<file path="src/rtl/regcmd_pkg.sv">
package regcmd_pkg;

    localparam int WORD_W = 32;
    localparam int OP_W   = 4;
    localparam int ADDR_W = 16;
    localparam int CNT_W  = 12;
    localparam int CODE_W = 4;
    localparam int PAD_W  = WORD_W - OP_W - CODE_W - CNT_W;

    typedef enum logic [OP_W-1:0] {
        OP_READ    = 4'd0,
        OP_WRITE   = 4'd1,
        OP_RMW_OR  = 4'd2,
        OP_RMW_AND = 4'd3,
        OP_RMW_XOR = 4'd4
    } op_e;

    typedef enum logic [CODE_W-1:0] {
        ERR_NONE   = 4'd0,
        ERR_OPCODE = 4'd1,
        ERR_COUNT  = 4'd2,
        ERR_RANGE  = 4'd3
    } err_e;

    typedef struct packed {
        logic [OP_W-1:0]   op;
        logic [ADDR_W-1:0] addr;
        logic [CNT_W-1:0]  cnt;
    } hdr_t;

    typedef struct packed {
        logic [OP_W-1:0]   op;
        logic [CODE_W-1:0] code;
        logic [PAD_W-1:0]  pad;
        logic [CNT_W-1:0]  cnt;
    } status_t;

    typedef struct packed {
        logic              en;
        logic              we;
        logic [ADDR_W-1:0] addr;
        logic [WORD_W-1:0] wdata;
    } bus_req_t;

    function automatic logic is_merge(input logic [OP_W-1:0] op);
        return (op == OP_RMW_OR) || (op == OP_RMW_AND) || (op == OP_RMW_XOR);
    endfunction

    function automatic logic [WORD_W-1:0] merge_word(input logic [OP_W-1:0] op,
                                                     input logic [WORD_W-1:0] stored,
                                                     input logic [WORD_W-1:0] pay);
        logic [WORD_W-1:0] res;
        case (op)
            OP_RMW_OR:  res = stored | pay;
            OP_RMW_AND: res = stored & pay;
            OP_RMW_XOR: res = stored ^ pay;
            default:    res = stored;
        endcase
        return res;
    endfunction

endpackage

</file>
<file path="src/rtl/regcmd_hdr_check.sv">
module regcmd_hdr_check
    import regcmd_pkg::*;
#(
    parameter int NUM_REGS = 16
) (
    input  logic [WORD_W-1:0] word,
    output err_e              code
);
    localparam int SUM_W = ADDR_W + 1;

    hdr_t             hdr;
    logic [SUM_W-1:0] end_excl;
    logic             op_ok;

    assign hdr      = hdr_t'(word);
    assign end_excl = {1'b0, hdr.addr} + SUM_W'(hdr.cnt);
    assign op_ok    = (hdr.op <= OP_W'(OP_RMW_XOR));

    always_comb begin
        if (!op_ok)
            code = ERR_OPCODE;
        else if (hdr.cnt == '0)
            code = ERR_COUNT;
        else if (end_excl > SUM_W'(NUM_REGS))
            code = ERR_RANGE;
        else
            code = ERR_NONE;
    end
endmodule

</file>
<file path="src/rtl/regcmd_regfile.sv">
module regcmd_regfile
    import regcmd_pkg::*;
#(
    parameter int NUM_REGS = 16
) (
    input  logic              clk,
    input  logic              rst,
    input  bus_req_t          req,
    output logic [WORD_W-1:0] rdata
);
    logic [WORD_W-1:0] regs [NUM_REGS];
    logic [WORD_W-1:0] rd_sel;
    logic [NUM_REGS-1:0] hit;

    for (genvar g = 0; g < NUM_REGS; g++) begin : g_dec
        assign hit[g] = (req.addr == ADDR_W'(g));
    end

    always_ff @(posedge clk) begin
        for (int i = 0; i < NUM_REGS; i++) begin
            if (rst)
                regs[i] <= '0;
            else if (req.en && req.we && hit[i])
                regs[i] <= req.wdata;
        end
    end

    always_comb begin
        rd_sel = '0;
        for (int i = 0; i < NUM_REGS; i++)
            if (hit[i]) rd_sel = regs[i];
    end

    always_ff @(posedge clk) begin
        if (rst)
            rdata <= '0;
        else if (req.en && !req.we)
            rdata <= rd_sel;
    end

    // rejected ranges never reach the array
    p_addr_inside_r6: assert property (@(posedge clk) disable iff (rst)
        req.en |-> (req.addr < ADDR_W'(NUM_REGS)));

    // a reset clears the read port
    p_rdata_cleared_r1: assert property (@(posedge clk)
        rst |=> (rdata == '0));
endmodule

</file>
<file path="src/rtl/regcmd_seq.sv">
module regcmd_seq
    import regcmd_pkg::*;
(
    input  logic              clk,
    input  logic              rst,
    input  logic              cmd_valid,
    output logic              cmd_ready,
    input  logic [WORD_W-1:0] cmd_data,
    input  err_e              hdr_err,
    output logic              rsp_valid,
    input  logic              rsp_ready,
    output logic [WORD_W-1:0] rsp_data,
    output bus_req_t          bus_req,
    input  logic [WORD_W-1:0] bus_rdata
);
    typedef enum logic [3:0] {
        S_IDLE, S_STATUS,
        S_RD_REQ, S_RD_CAP, S_RD_OUT,
        S_WR_IN,
        S_MG_IN, S_MG_RD, S_MG_WR, S_MG_OUT
    } state_e;

    state_e            state;
    logic [OP_W-1:0]   op_q;
    logic [ADDR_W-1:0] addr_q;
    logic [CNT_W-1:0]  left_q;
    logic              rej_q;
    logic [WORD_W-1:0] out_q;
    logic [WORD_W-1:0] pay_q;
    logic [WORD_W-1:0] merged;
    logic              last_word;
    hdr_t              hdr;
    status_t           stat;

    assign hdr       = hdr_t'(cmd_data);
    assign merged    = merge_word(op_q, bus_rdata, pay_q);
    assign last_word = (left_q == CNT_W'(1));

    always_comb begin
        stat.op   = hdr.op;
        stat.code = hdr_err;
        stat.pad  = '0;
        stat.cnt  = hdr.cnt;
    end

    assign cmd_ready = (state == S_IDLE) || (state == S_WR_IN) || (state == S_MG_IN);
    assign rsp_valid = (state == S_STATUS) || (state == S_RD_OUT) || (state == S_MG_OUT);
    assign rsp_data  = out_q;

    always_comb begin
        bus_req = '0;
        case (state)
            S_RD_REQ, S_MG_RD: begin
                bus_req.en   = 1'b1;
                bus_req.addr = addr_q;
            end
            S_WR_IN: begin
                bus_req.en    = cmd_valid;
                bus_req.we    = 1'b1;
                bus_req.addr  = addr_q;
                bus_req.wdata = cmd_data;
            end
            S_MG_WR: begin
                bus_req.en    = 1'b1;
                bus_req.we    = 1'b1;
                bus_req.addr  = addr_q;
                bus_req.wdata = merged;
            end
            default: ;
        endcase
    end

    always_ff @(posedge clk) begin
        if (rst) begin
            state  <= S_IDLE;
            op_q   <= '0;
            addr_q <= '0;
            left_q <= '0;
            rej_q  <= 1'b0;
            out_q  <= '0;
            pay_q  <= '0;
        end else begin
            case (state)
                S_IDLE: if (cmd_valid) begin
                    op_q   <= hdr.op;
                    addr_q <= hdr.addr;
                    left_q <= hdr.cnt;
                    rej_q  <= (hdr_err != ERR_NONE);
                    out_q  <= stat;
                    state  <= S_STATUS;
                end
                S_STATUS: if (rsp_ready) begin
                    if (rej_q)
                        state <= S_IDLE;
                    else if (op_q == OP_READ)
                        state <= S_RD_REQ;
                    else if (op_q == OP_WRITE)
                        state <= S_WR_IN;
                    else
                        state <= S_MG_IN;
                end
                S_RD_REQ: state <= S_RD_CAP;
                S_RD_CAP: begin
                    out_q <= bus_rdata;
                    state <= S_RD_OUT;
                end
                S_RD_OUT: if (rsp_ready) begin
                    addr_q <= addr_q + 1'b1;
                    left_q <= left_q - 1'b1;
                    state  <= last_word ? S_IDLE : S_RD_REQ;
                end
                S_WR_IN: if (cmd_valid) begin
                    addr_q <= addr_q + 1'b1;
                    left_q <= left_q - 1'b1;
                    if (last_word) state <= S_IDLE;
                end
                S_MG_IN: if (cmd_valid) begin
                    pay_q <= cmd_data;
                    state <= S_MG_RD;
                end
                S_MG_RD: state <= S_MG_WR;
                S_MG_WR: begin
                    out_q <= merged;
                    state <= S_MG_OUT;
                end
                S_MG_OUT: if (rsp_ready) begin
                    addr_q <= addr_q + 1'b1;
                    left_q <= left_q - 1'b1;
                    state  <= last_word ? S_IDLE : S_MG_IN;
                end
                default: state <= S_IDLE;
            endcase
        end
    end

    // a stalled reply word is held unchanged
    p_rsp_hold_r8: assert property (@(posedge clk) disable iff (rst)
        (rsp_valid && !rsp_ready) |=> (rsp_valid && $stable(rsp_data)));

    // input and output never open together
    p_no_overlap_r9: assert property (@(posedge clk) disable iff (rst)
        !(cmd_ready && rsp_valid));

    // every merge write follows a read of the same address
    p_merge_read_first_r5: assert property (@(posedge clk) disable iff (rst)
        (bus_req.en && bus_req.we && is_merge(op_q)) |->
            ($past(bus_req.en && !bus_req.we) && ($past(bus_req.addr) == bus_req.addr)));

    // a rejected header causes no bus activity
    p_reject_quiet_r6: assert property (@(posedge clk) disable iff (rst)
        (state == S_IDLE && cmd_valid && hdr_err != ERR_NONE) |=>
            (!bus_req.en ##1 !bus_req.en));

    // a plain write only moves when a payload word is taken
    p_write_takes_word_r4: assert property (@(posedge clk) disable iff (rst)
        (bus_req.en && bus_req.we && op_q == OP_WRITE) |-> (cmd_valid && cmd_ready));
endmodule

</file>
<file path="src/rtl/regcmd_engine.sv">
module regcmd_engine
    import regcmd_pkg::*;
#(
    parameter int NUM_REGS = 16
) (
    input  logic        clk,
    input  logic        rst,
    input  logic        cmd_valid,
    output logic        cmd_ready,
    input  logic [31:0] cmd_data,
    output logic        rsp_valid,
    input  logic        rsp_ready,
    output logic [31:0] rsp_data
);
    err_e              hdr_err;
    bus_req_t          bus_req;
    logic [WORD_W-1:0] bus_rdata;

    regcmd_hdr_check #(.NUM_REGS(NUM_REGS)) hdr_chk_i (
        .word (cmd_data),
        .code (hdr_err)
    );

    regcmd_seq seq_i (
        .clk       (clk),
        .rst       (rst),
        .cmd_valid (cmd_valid),
        .cmd_ready (cmd_ready),
        .cmd_data  (cmd_data),
        .hdr_err   (hdr_err),
        .rsp_valid (rsp_valid),
        .rsp_ready (rsp_ready),
        .rsp_data  (rsp_data),
        .bus_req   (bus_req),
        .bus_rdata (bus_rdata)
    );

    regcmd_regfile #(.NUM_REGS(NUM_REGS)) regs_i (
        .clk   (clk),
        .rst   (rst),
        .req   (bus_req),
        .rdata (bus_rdata)
    );

    // the cycle after reset the block is idle
    p_reset_idle_r10: assert property (@(posedge clk)
        rst |=> (cmd_ready && !rsp_valid));
endmodule

</file>
<file path="config.mk">
export PLATFORM = sky130hd
export DESIGN_NAME = regcmd_engine
export DESIGN_NICKNAME = d
export VERILOG_FILES = /design/src/rtl/regcmd_pkg.sv /design/src/rtl/regcmd_hdr_check.sv /design/src/rtl/regcmd_regfile.sv /design/src/rtl/regcmd_seq.sv /design/src/rtl/regcmd_engine.sv
export SDC_FILE = /design/constraint.sdc
export NUM_CORES = 1
export LEC_CHECK = 0
export ABC_AREA = 1
export BUFFER_PORTS_ARGS = -buffer_cell sky130_fd_sc_hd__buf_2
export CAP_MARGIN = 25
export CELL_PAD_IN_SITES_DETAIL_PLACEMENT = 1
export CELL_PAD_IN_SITES_GLOBAL_PLACEMENT = 1
export CORE_ASPECT_RATIO = 1.2
export CORE_MARGIN = 5
export CORE_UTILIZATION = 45
export DETAILED_ROUTE_END_ITERATION = 6
export PLACE_DENSITY_LB_ADDON = 0.1
export REMOVE_ABC_BUFFERS = 1
export SYNTH_ARGS = -nofsm -noshare
export SYNTH_HDL_FRONTEND = slang
export SYNTH_SLANG_ARGS = --single-unit
</file>
<file path="constraint.sdc">
create_clock -name clk -period 5.5 [get_ports clk]
set_input_delay 0.55 -clock clk [delete_from_list [all_inputs] [get_ports clk]]
set_output_delay 0.55 -clock clk [all_outputs]
set_load 0.01 [all_outputs]
</file>
==> results of run 1 <==
through the flow:
stage          std cells  utilization, %  worst slack, ps  total power, mW  hold slack [ps]
3_5_place_dp        4291           47.61             1591            8.029            456.7
2_1_floorplan       3222               -           -577.7            7.120            433.1
4_1_cts             4418           51.00             1537            12.88            227.0
6_report            4419           51.04             1474            12.82            252.4
3_3_place_gp        4291           47.61             1722            7.937            446.8
5_1_grt             4419           51.04             1283            13.38            265.0
state kept, by name, summed over array words and instances, names as in the netlist:
signal          cells
seq_i.state         4
seq_i.rsp_data     32
seq_i.rej_q         1
regs_i.regs       512
seq_i.op_q          4
regs_i.rdata       32
seq_i.addr_q       16
seq_i.left_q       12
seq_i.pay_q        32
worst reg2reg max path: stages, from the launching register on:
cell and delay, ps:
dfxtp_1 440, inv_2 90, nor2_2 140, nand2_2 100, nand3_4 310, o21ai_0 200
nand2_1 620, nor2_4 220, and2_1 330, buf_4 260, nand2_1 90, nand4_1 130
nand2_1 120, nand4_1 110, nor3_1 330, nand4_1 210, nand2_1 130, a21oi_1 60
final cells by class:
class                   instances  area [µm²]
clock buffers                  87        1943
clock inverters                40       376.6
fillers                      7897       33580
inverters                     272        1022
multi-input cells            2305       11430
flip-flops and latches        645       18040
well taps                     909        1137
repair buffers                161        1056
cell usage after synthesis, types with 9 or more instances:
cell type	number
a2111oi_0	9
dfxtp_1	133
nand4_1	87
and2_1	12
xor2_1	20
o211ai_1	11
a21oi_1	234
buf_4	9
nor3_1	41
ha_1	79
a31oi_1	12
inv_2	12
nand3_1	188
or2_2	38
or2_0	19
buf_2	40
and3_1	15
clkbuf_1	154
a211oi_1	16
edfxtp_1	512
o21ai_0	167
a221oi_1	17
nand2_1	562
nor2_1	709
inv_1	259
per-layer routing:
layer  part of all wire, %  routed length (µm)  global-route usage (%)
met5                     0                   0                       0
met3                   4.5                4393                   4.166
met4                   4.1                4072                   10.46
met1                    41               40620                   31.22
met2                    50               49570                   45.75
report_power, final:
part           internal, mW  total (mW)  leakage [nW]  switching (mW)
sequential             5.54        5.78          6.37           0.233
clock                  2.84        4.84          1.13            2.00
combinational         0.588        2.20          5.32            1.62
total                  8.97        12.8          12.8            3.85
kinds of logic (layout without fill, tap and decap cells):
logic type	after synthesis	in the layout	synth area share, %
AOI/OAI and AO/OA	495	495	8.744
xor gates and xnor gates	21	21	0.5886
adders and majority gates	80	80	3.227
buffers and inverters	483	560	6.190
DFF	645	645	57.72
and+or+nand+nor	1709	1709	23.53
worst paths after layout:
| kind | startpoint | end | slack (ps) | cells past startpoint |
|---|---|---|---|---|
| hold reg to reg | seq_i.rsp_data[17]$_SDFFE_PP0P_ | seq_i.rsp_data[17]$_SDFFE_PP0P_ | 460 | 2 |
| setup / recovery | seq_i.state[1]$_SDFFE_PP0P_ | regs_i.rdata[10]$_SDFFE_PP0P_ | 1470 | 17 |
| setup reg to reg | seq_i.state[1]$_SDFFE_PP0P_ | regs_i.rdata[10]$_SDFFE_PP0P_ | 1470 | 17 |
| hold / removal | cmd_data[30] | seq_i.op_q[2]$_SDFFE_PP0P_ | 250 | 3 |
==> flow_summary.ini, run 1 <==
[yosys]
instance_count_of_the_mapped_netlist = 3433
synth_edf_count = 512
yosys_register_bits = 645
dominantRegCellSynth = edfxtp_1
yosysSeqAreaShare_pct = 57.72
ys.warnings.count = 0
yosys_cell_types = 52
synth.top_cell.area_share_pct = 49.20
post_synth.cell_area_avg_um2 = 9.103
asyncSetResetFlopFracSynth_pct = 0
post-synth-top-area-cell = edfxtp_1
cells_taking_the_most_area_after_synthesis = edfxtp_1 49%, dfxtp_1 8.5%, nor2_1 8.5%
netlist_area_um2 = 31250

[global_route]
first_global_vias = 26740
global_route.overflow_total = 0
grt_use_total_pct = 25.76
grt_antenna_before_repair = 0
grt_start_max_net_pins = 68
grt_pass1_wl_um = 153200

[hold_path]
min-delay-path-class = in2reg

[placement]
dp_hpwl_um = 69750
place.port_buffers = 69
detailed_place.area_um2 = 32650
routabilityCongestion = 0.8507

[drt]
via_count = 24950
routedWlPerCell_um = 22.33
drt_pre_antenna_iters = 5
route.detailed.drc = 0
postRouteWirelength_um = 98660
ant_nets = 0
drt-initial-drc-count = 1526
avgViaCountPerCell = 5.646

[job]
max_cap_viol_count = 0

[setup_path]
timing.critical_path.max_delay_family = simple AND/OR/NAND/NOR gates
cp_class = reg2reg
timing.critical_path.arrival_ps = 4480
setup.worst_path.end_class = flip-flop
timing.critical_path.required_ps = 5960
timing.critical_path.slowest_stage_cell = nand2_1
cp_slowest_stage_delay_ps = 620
timing.critical_path.from_type = flip-flop
worstPathBufferInverterCount = 2
crit_path_max_fanout = 18
crit_path_cell_trace = inv_2, nor2_2, nand2_2, nand3_4, o21ai_0, nand2_1, nor2_4, and2_1, buf_4, nand2_1, nand4_1, nand2_1, nand4_1, nor3_1, nand4_1, nand2_1, a21oi_1
most_repeated_library_cell_on_the_critical_path = nand2_1

[layout]
finalInstanceArea_um2 = 35000
design.final.nets = 3573
syn_to_final_growth_pct = 12.00
most-common-layout-cells = 702 x nor2_1, 561 x nand2_1, 512 x edfxtp_1
layout_cells_sized_above_1_pct = 10.46
antenna_cells = 0
final_common_cell = nor2_1

[floorplan]
initial_util_pct = 45.57
die_width_um = 250.6
num_rows = 105
ioPinCount = 70
floorplan.core_area_um2 = 68580
die_area_um2 = 74840
vertical_die_dimension_um = 298.7

[sta]
timing.max_slew.rel_slack_pct = 30.71
finalSetupViolations = 0
slew_viol_final = 0
final.min_clock_period_ps = 4026
hold_viol = 0
clock_skews_ps = 22.28
worstMarginPinSlew_ps = 1037
grt_setup_unrepaired = no
timing.final.crit_share_pct = 73.20
final.setup.tns_ps = 0
fmax_ghz = 0.2484

[clock_network]
tritoncts_clock_tree = yes
clockRootBuffer = clkbuf_16
tritoncts.num_buffers = 72
clkSlewWorstSetupHoldPaths_ps = 60
worst_skew_pair_later_pin_latency_ps = 610
htreeDepth = 3
ctsHoldBuffers = 0
cts_resized = 0
cts_post_setup_buffers_inserted = 0
cts-root-to-sink-buffers = 3
total_clock_sinks = 645

[power_and_ir_drop]
irDropWorstVdd_uv = 297.5
leak_pwr_nw = 12.82
pwr_dens_nw_per_um2 = 366.4

[status]
outcome = completed
Note: power is estimated with default switching activity, not from simulation.
==> run 2, diff against run 1 <==
Settings changed: CORE_UTILIZATION 45 to 44.
Clock period 5.5 ns to 3.35 ns, I/O delays scaled along.
==> flow_summary.ini, run 2 (synthesized netlist as in run 1, its figures left out) <==
[hold_path]
hp-start = cmd_data[4]
min-delay-path-class = in2reg
min_delay_path_depth = 3
min_to = seq_i.left_q[4]$_SDFFE_PP0P_

[global_route]
grt_start_max_net_pins = 75
grt_antenna_before_repair = 0
first_global_vias = 27130
global_route.overflow_total = 0
grt_use_total_pct = 26.67
grt_pass1_wl_um = 158600

[clock_network]
clockRootBuffer = clkbuf_16
worst_skew_pair_later_pin_latency_ps = 630
cts-root-to-sink-buffers = 3
tritoncts.num_buffers = 72
tritoncts_clock_tree = yes
clkSlewWorstSetupHoldPaths_ps = 60
htreeDepth = 3
total_clock_sinks = 645

[sta]
timing.max_slew.rel_slack_pct = 32.55
hold_viol = 0
grt_setup_unrepaired = yes
clock_skews_ps = 31.71
hold_slack_ps = 64.52
finalSetupViolations = 0
fmax_ghz = 0.3103
final.min_clock_period_ps = 3223
slew_viol_final = 0
timing.final.crit_share_pct = 96.21
worstMarginPinSlew_ps = 986.2
final.setup.tns_ps = 0

[setup_path]
timing.critical_path.from_type = flip-flop
regToRegSetupSlack_ps = 130
crit_path_cell_trace = inv_2, nor2_2, nand2_2, nand3_4, buf_8, buf_4, nand2_1, nor2_1, nand2_1, buf_4, o21ai_2, buf_12
timing.critical_path.max_delay_family = simple AND/OR/NAND/NOR gates
crit_path_max_fanout = 32
timing.critical_path.required_ps = 3660
timing.critical_path.slowest_stage_cell = nor2_1
worstPathBufferInverterCount = 5
setup.worst_path.end_class = flip-flop
r2r-start = seq_i.state[1]$_SDFFE_PP0P_
reg2regPathDepth = 12
timing.critical_path.arrival_ps = 3530
cp_class = reg2reg
critical_path.reg2reg.endpoint = regs_i.regs[1][253]$_SDFFCE_PN0P_
cp_slowest_stage_delay_ps = 520

[floorplan]
ioPinCount = 70
die_area_um2 = 76470
initial_util_pct = 44.21
die_width_um = 253.3
vertical_die_dimension_um = 301.9
floorplan.core_area_um2 = 70690
num_rows = 107

[layout]
antenna_cells = 0
sequential_cell_area_um2 = 18040
final_common_cell = nor2_1
layoutNonFillerInstCount = 4516
most-common-layout-cells = 692 x nor2_1, 560 x nand2_1, 512 x edfxtp_1
regMostFlops = regs_i.regs
syn_to_final_growth_pct = 15.08
filler_cell_count_in_the_final_layout = 7989
largest_register_ffs = 512
multi_input_area_um2 = 11510
design.final.nets = 3650
layout_cells_sized_above_1_pct = 12.95

[drt]
avgViaCountPerCell = 5.603
via_count = 25300
drt-initial-drc-count = 1577
routedWlPerCell_um = 22.88
postRouteWirelength_um = 103300
route.detailed.drc = 0
ant_nets = 0
drt_pre_antenna_iters = 6

[power_and_ir_drop]
pwr_dens_nw_per_um2 = 593.0
leak_pwr_nw = 13.30
irDropWorstVdd_uv = 458.2

[placement]
dp_hpwl_um = 72620
placed_cells_incl_taps = 4370
place.port_buffers = 69
routabilityCongestion = 0.8892

[job]
max_cap_viol_count = 0

[status]
outcome = completed
[run 2: cell types whose count changed in the layout (fill, tap and decap cells not counted), moves of 4 or more]
cell,change
a21oi_1,-5
a21oi_2,+5
buf_12,+24
buf_4,+50
clkbuf_1,+5
clkbuf_16,-4
nor2_1,-10
nor2_2,+9
nor3_1,-6
nor3_2,+6
[run 2: cell type report]
cell class | count | share of cell area (%)
well taps | 926 | 3.222
multi-input cells | 2305 | 32.00
flip-flops and latches | 645 | 50.16
repair inverters | 1 | 0.02088
clock inverters | 40 | 1.179
inverters | 272 | 2.863
repair buffers | 237 | 5.320
clock buffers | 90 | 5.236
[run 2: per-layer routing]
| metal | GRT usage (%) | vias to the layer above | part of all wire [%] |
|---|---|---|---|
| met3 | 2.821 | 200 | 3.5 |
| li1 | - | 11760 | - |
| met5 | 0 | - | 0 |
| met1 | 31.85 | 12780 | 41 |
| met2 | 49.07 | 565 | 52 |
| met4 | 10.80 | 0 | 4.3 |
[run 2: power breakdown]
| part | switching, mW | internal (mW) | total (mW) |
|---|---|---|---|
| registers | 0.372 | 9.10 | 9.47 |
| logic | 2.83 | 1.16 | 3.99 |
| clock network | 3.36 | 4.50 | 7.86 |
[run 2: per-stage QoR]
| step | instance area [µm²] | setup slack [ps] | power (mW) | utilization [%] |
|---|---|---|---|---|
| after global routing | 35960 | -52.29 | 22.29 | 50.87 |
| after global placement | 33440 | -197.0 | 13.38 | 47.30 |
| after floorplan | 30340 | -2728 | 11.69 | - |
| after detailed placement | 33440 | -146.4 | 13.51 | 47.31 |
| final | 35960 | 126.8 | 21.33 | 50.87 |
| after CTS | 35780 | 3.687 | 21.41 | 50.61 |
[run 2: how the worst max path moves through the flow]
stage | from | endpoint | slack, ps | cells after the start
floorplan | seq_i.state[0]$_SDFFE_PP0P_ | regs_i.regs[1][64]$_SDFFCE_PN0P_ | -2730 | 8
global placement | cmd_data[16] | seq_i.rej_q$_SDFFE_PP0P_ | -200 | 14
detailed placement | cmd_data[16] | seq_i.rej_q$_SDFFE_PP0P_ | -150 | 14
CTS | seq_i.state[1]$_SDFFE_PP0P_ | regs_i.rdata[2]$_SDFFE_PP0P_ | 4 | 20
global route | seq_i.state[1]$_SDFFE_PP0P_ | regs_i.rdata[11]$_SDFFE_PP0P_ | -50 | 20
finish | seq_i.state[1]$_SDFFE_PP0P_ | regs_i.regs[1][253]$_SDFFCE_PN0P_ | 130 | 12
[run 2: what timing repair did]
action | in CTS | in global routing
setup buffers | 0 | 14
hold endpoints to repair | 1 | 0
cloned | 0 | 1
pin swaps | 1 | 6
resized for setup | 4 | 23
hold buffers | 1 | 0
setup endpoints to repair | 14 | 220
[run 2: tightest hold or removal path: stages]
cell	delay (ps)
buf_2	150
nand2_1	80
a31oi_1	70
==> run 3, diff against run 2 <==
Settings changed: CORE_UTILIZATION 44 to 45.
Clock period 3.35 ns to 4 ns, I/O delays scaled along.
==> flow_summary.ini, run 3 (synthesized netlist as in run 1, its figures left out) <==
[status]
outcome = completed

[global_route]
grt_start_max_net_pins = 64
global_route.overflow_total = 0
grt_use_total_pct = 27.48
first_global_vias = 27080
grt_antenna_before_repair = 0
grt_pass1_wl_um = 161400

[sta]
clock_skews_ps = 23.43
timing.max_slew.rel_slack_pct = 35.66
hold_viol = 0
final.setup.tns_ps = 0
finalSetupViolations = 0
hold_slack_ps = 105.1
grt_setup_unrepaired = no
final.min_clock_period_ps = 3699
slew_viol_final = 0
fmax_ghz = 0.2703
worstMarginPinSlew_ps = 965.1
timing.final.crit_share_pct = 92.47

[drt]
avgViaCountPerCell = 5.738
postRouteWirelength_um = 104600
route.detailed.drc = 0
via_count = 25500
drt-initial-drc-count = 1857
ant_nets = 0
routedWlPerCell_um = 23.54
drt_pre_antenna_iters = 5

[job]
max_cap_viol_count = 0

[hold_path]
min-delay-path-class = in2reg

[clock_network]
cts-root-to-sink-buffers = 3
htreeDepth = 3
clockRootBuffer = clkbuf_16
cts_post_setup_buffers_inserted = 0
tritoncts_clock_tree = yes
clkSlewWorstSetupHoldPaths_ps = 60
ctsHoldBuffers = 0
cts_resized = 0
tritoncts.num_buffers = 71
total_clock_sinks = 645
worst_skew_pair_later_pin_latency_ps = 620

[layout]
finalInstanceArea_um2 = 35220
final_common_cell = nor2_1
syn_to_final_growth_pct = 12.70
fin_util_pct = 51.35
filler_cell_count_in_the_final_layout = 7847
most-common-layout-cells = 702 x nor2_1, 561 x nand2_1, 512 x edfxtp_1
regMostFlops = regs_i.regs
layout_cells_sized_above_1_pct = 11.15
largest_register_ffs = 512
design.final.nets = 3598
antenna_cells = 0

[floorplan]
floorplan.core_area_um2 = 68580
num_rows = 105
ioPinCount = 70
die_width_um = 250.6
vertical_die_dimension_um = 298.7
initial_util_pct = 45.57
die_area_um2 = 74840

[placement]
place.port_buffers = 69
routabilityCongestion = 0.8419
detailed_place.area_um2 = 32970
dp_hpwl_um = 71490

[setup_path]
crit_path_cell_trace = inv_1, nand3_1, nand3_4, o21ai_4, nand2_2, or2_0, nand2_1, nand4_1, nand2_1, nand4_1, nor3_1, nand4_1, nand2_1, a21oi_1
timing.critical_path.from_type = flip-flop
timing.critical_path.required_ps = 4460
cp_slowest_stage_delay_ps = 570
setup.worst_path.end_class = flip-flop
crit_path_max_fanout = 28
timing.critical_path.arrival_ps = 4160
timing.critical_path.slowest_stage_cell = nand2_2
cp_class = reg2reg

[power_and_ir_drop]
power_mw = 17.60
irDropWorstVdd_uv = 367.5
pwr_dens_nw_per_um2 = 499.6
leak_pwr_nw = 12.96
[run 3: layer usage]
layer | vias to the layer above | track usage, % | part of all wire [%] | wire length (µm)
li1 | 11650 | - | - | -
met1 | 12930 | 33.74 | 41 | 42590
met2 | 715 | 48.95 | 50 | 52800
met3 | 206 | 3.435 | 4.6 | 4846
met4 | 0 | 11.39 | 4.2 | 4362
met5 | - | 0 | 0 | 0
[run 3: cell type report]
type	instances	area (µm²)	area share, %
flip-flops and latches	645	18040	51.22
multi-input cells	2305	11410	32.39
clock buffers	85	1871	5.311
repair buffers	187	1364	3.873
well taps	909	1137	3.229
inverters	272	1022	2.903
clock inverters	41	379.1	1.076
[run 3: final timing paths]
kind                                                   start                           end  slack (ps)  cells after the start
worst max-delay path             seq_i.state[3]$_SDFFE_PP0P_  regs_i.rdata[0]$_SDFFE_PP0P_         300                     14
worst min-delay path                            cmd_data[30]    seq_i.op_q[2]$_SDFFE_PP0P_         110                      3
worst max register to register   seq_i.state[3]$_SDFFE_PP0P_  regs_i.rdata[0]$_SDFFE_PP0P_         300                     14
worst min register to register  seq_i.left_q[8]$_SDFFE_PP0P_  seq_i.left_q[8]$_SDFFE_PP0P_         460                      2
[run 3: where the power goes]
| group | internal (mW) | total, mW | switching (mW) |
|---|---|---|---|
| logic | 0.863 | 3.18 | 2.31 |
| clock network | 3.69 | 6.48 | 2.79 |
| registers | 7.62 | 7.94 | 0.315 |
| total | 12.2 | 17.6 | 5.42 |
[run 3: stage by stage]
stage               setup slack, ps  instances
floorplan                     -2078       3222
finish                        301.0       4444
detailed placement            205.8       4318
CTS                           308.0       4444
global placement              161.1       4317
global route                  48.51       4444
[run 3: critical path: cells and delay by family, from the launching register on]
| kind | cells | cell delay (ps) |
|---|---|---|
| and+or+nand+nor | 11 | 2510 |
| DFF | 1 | 400 |
| buffers and inverters | 1 | 90 |
| AOI/OAI and AO/OA | 2 | 490 |
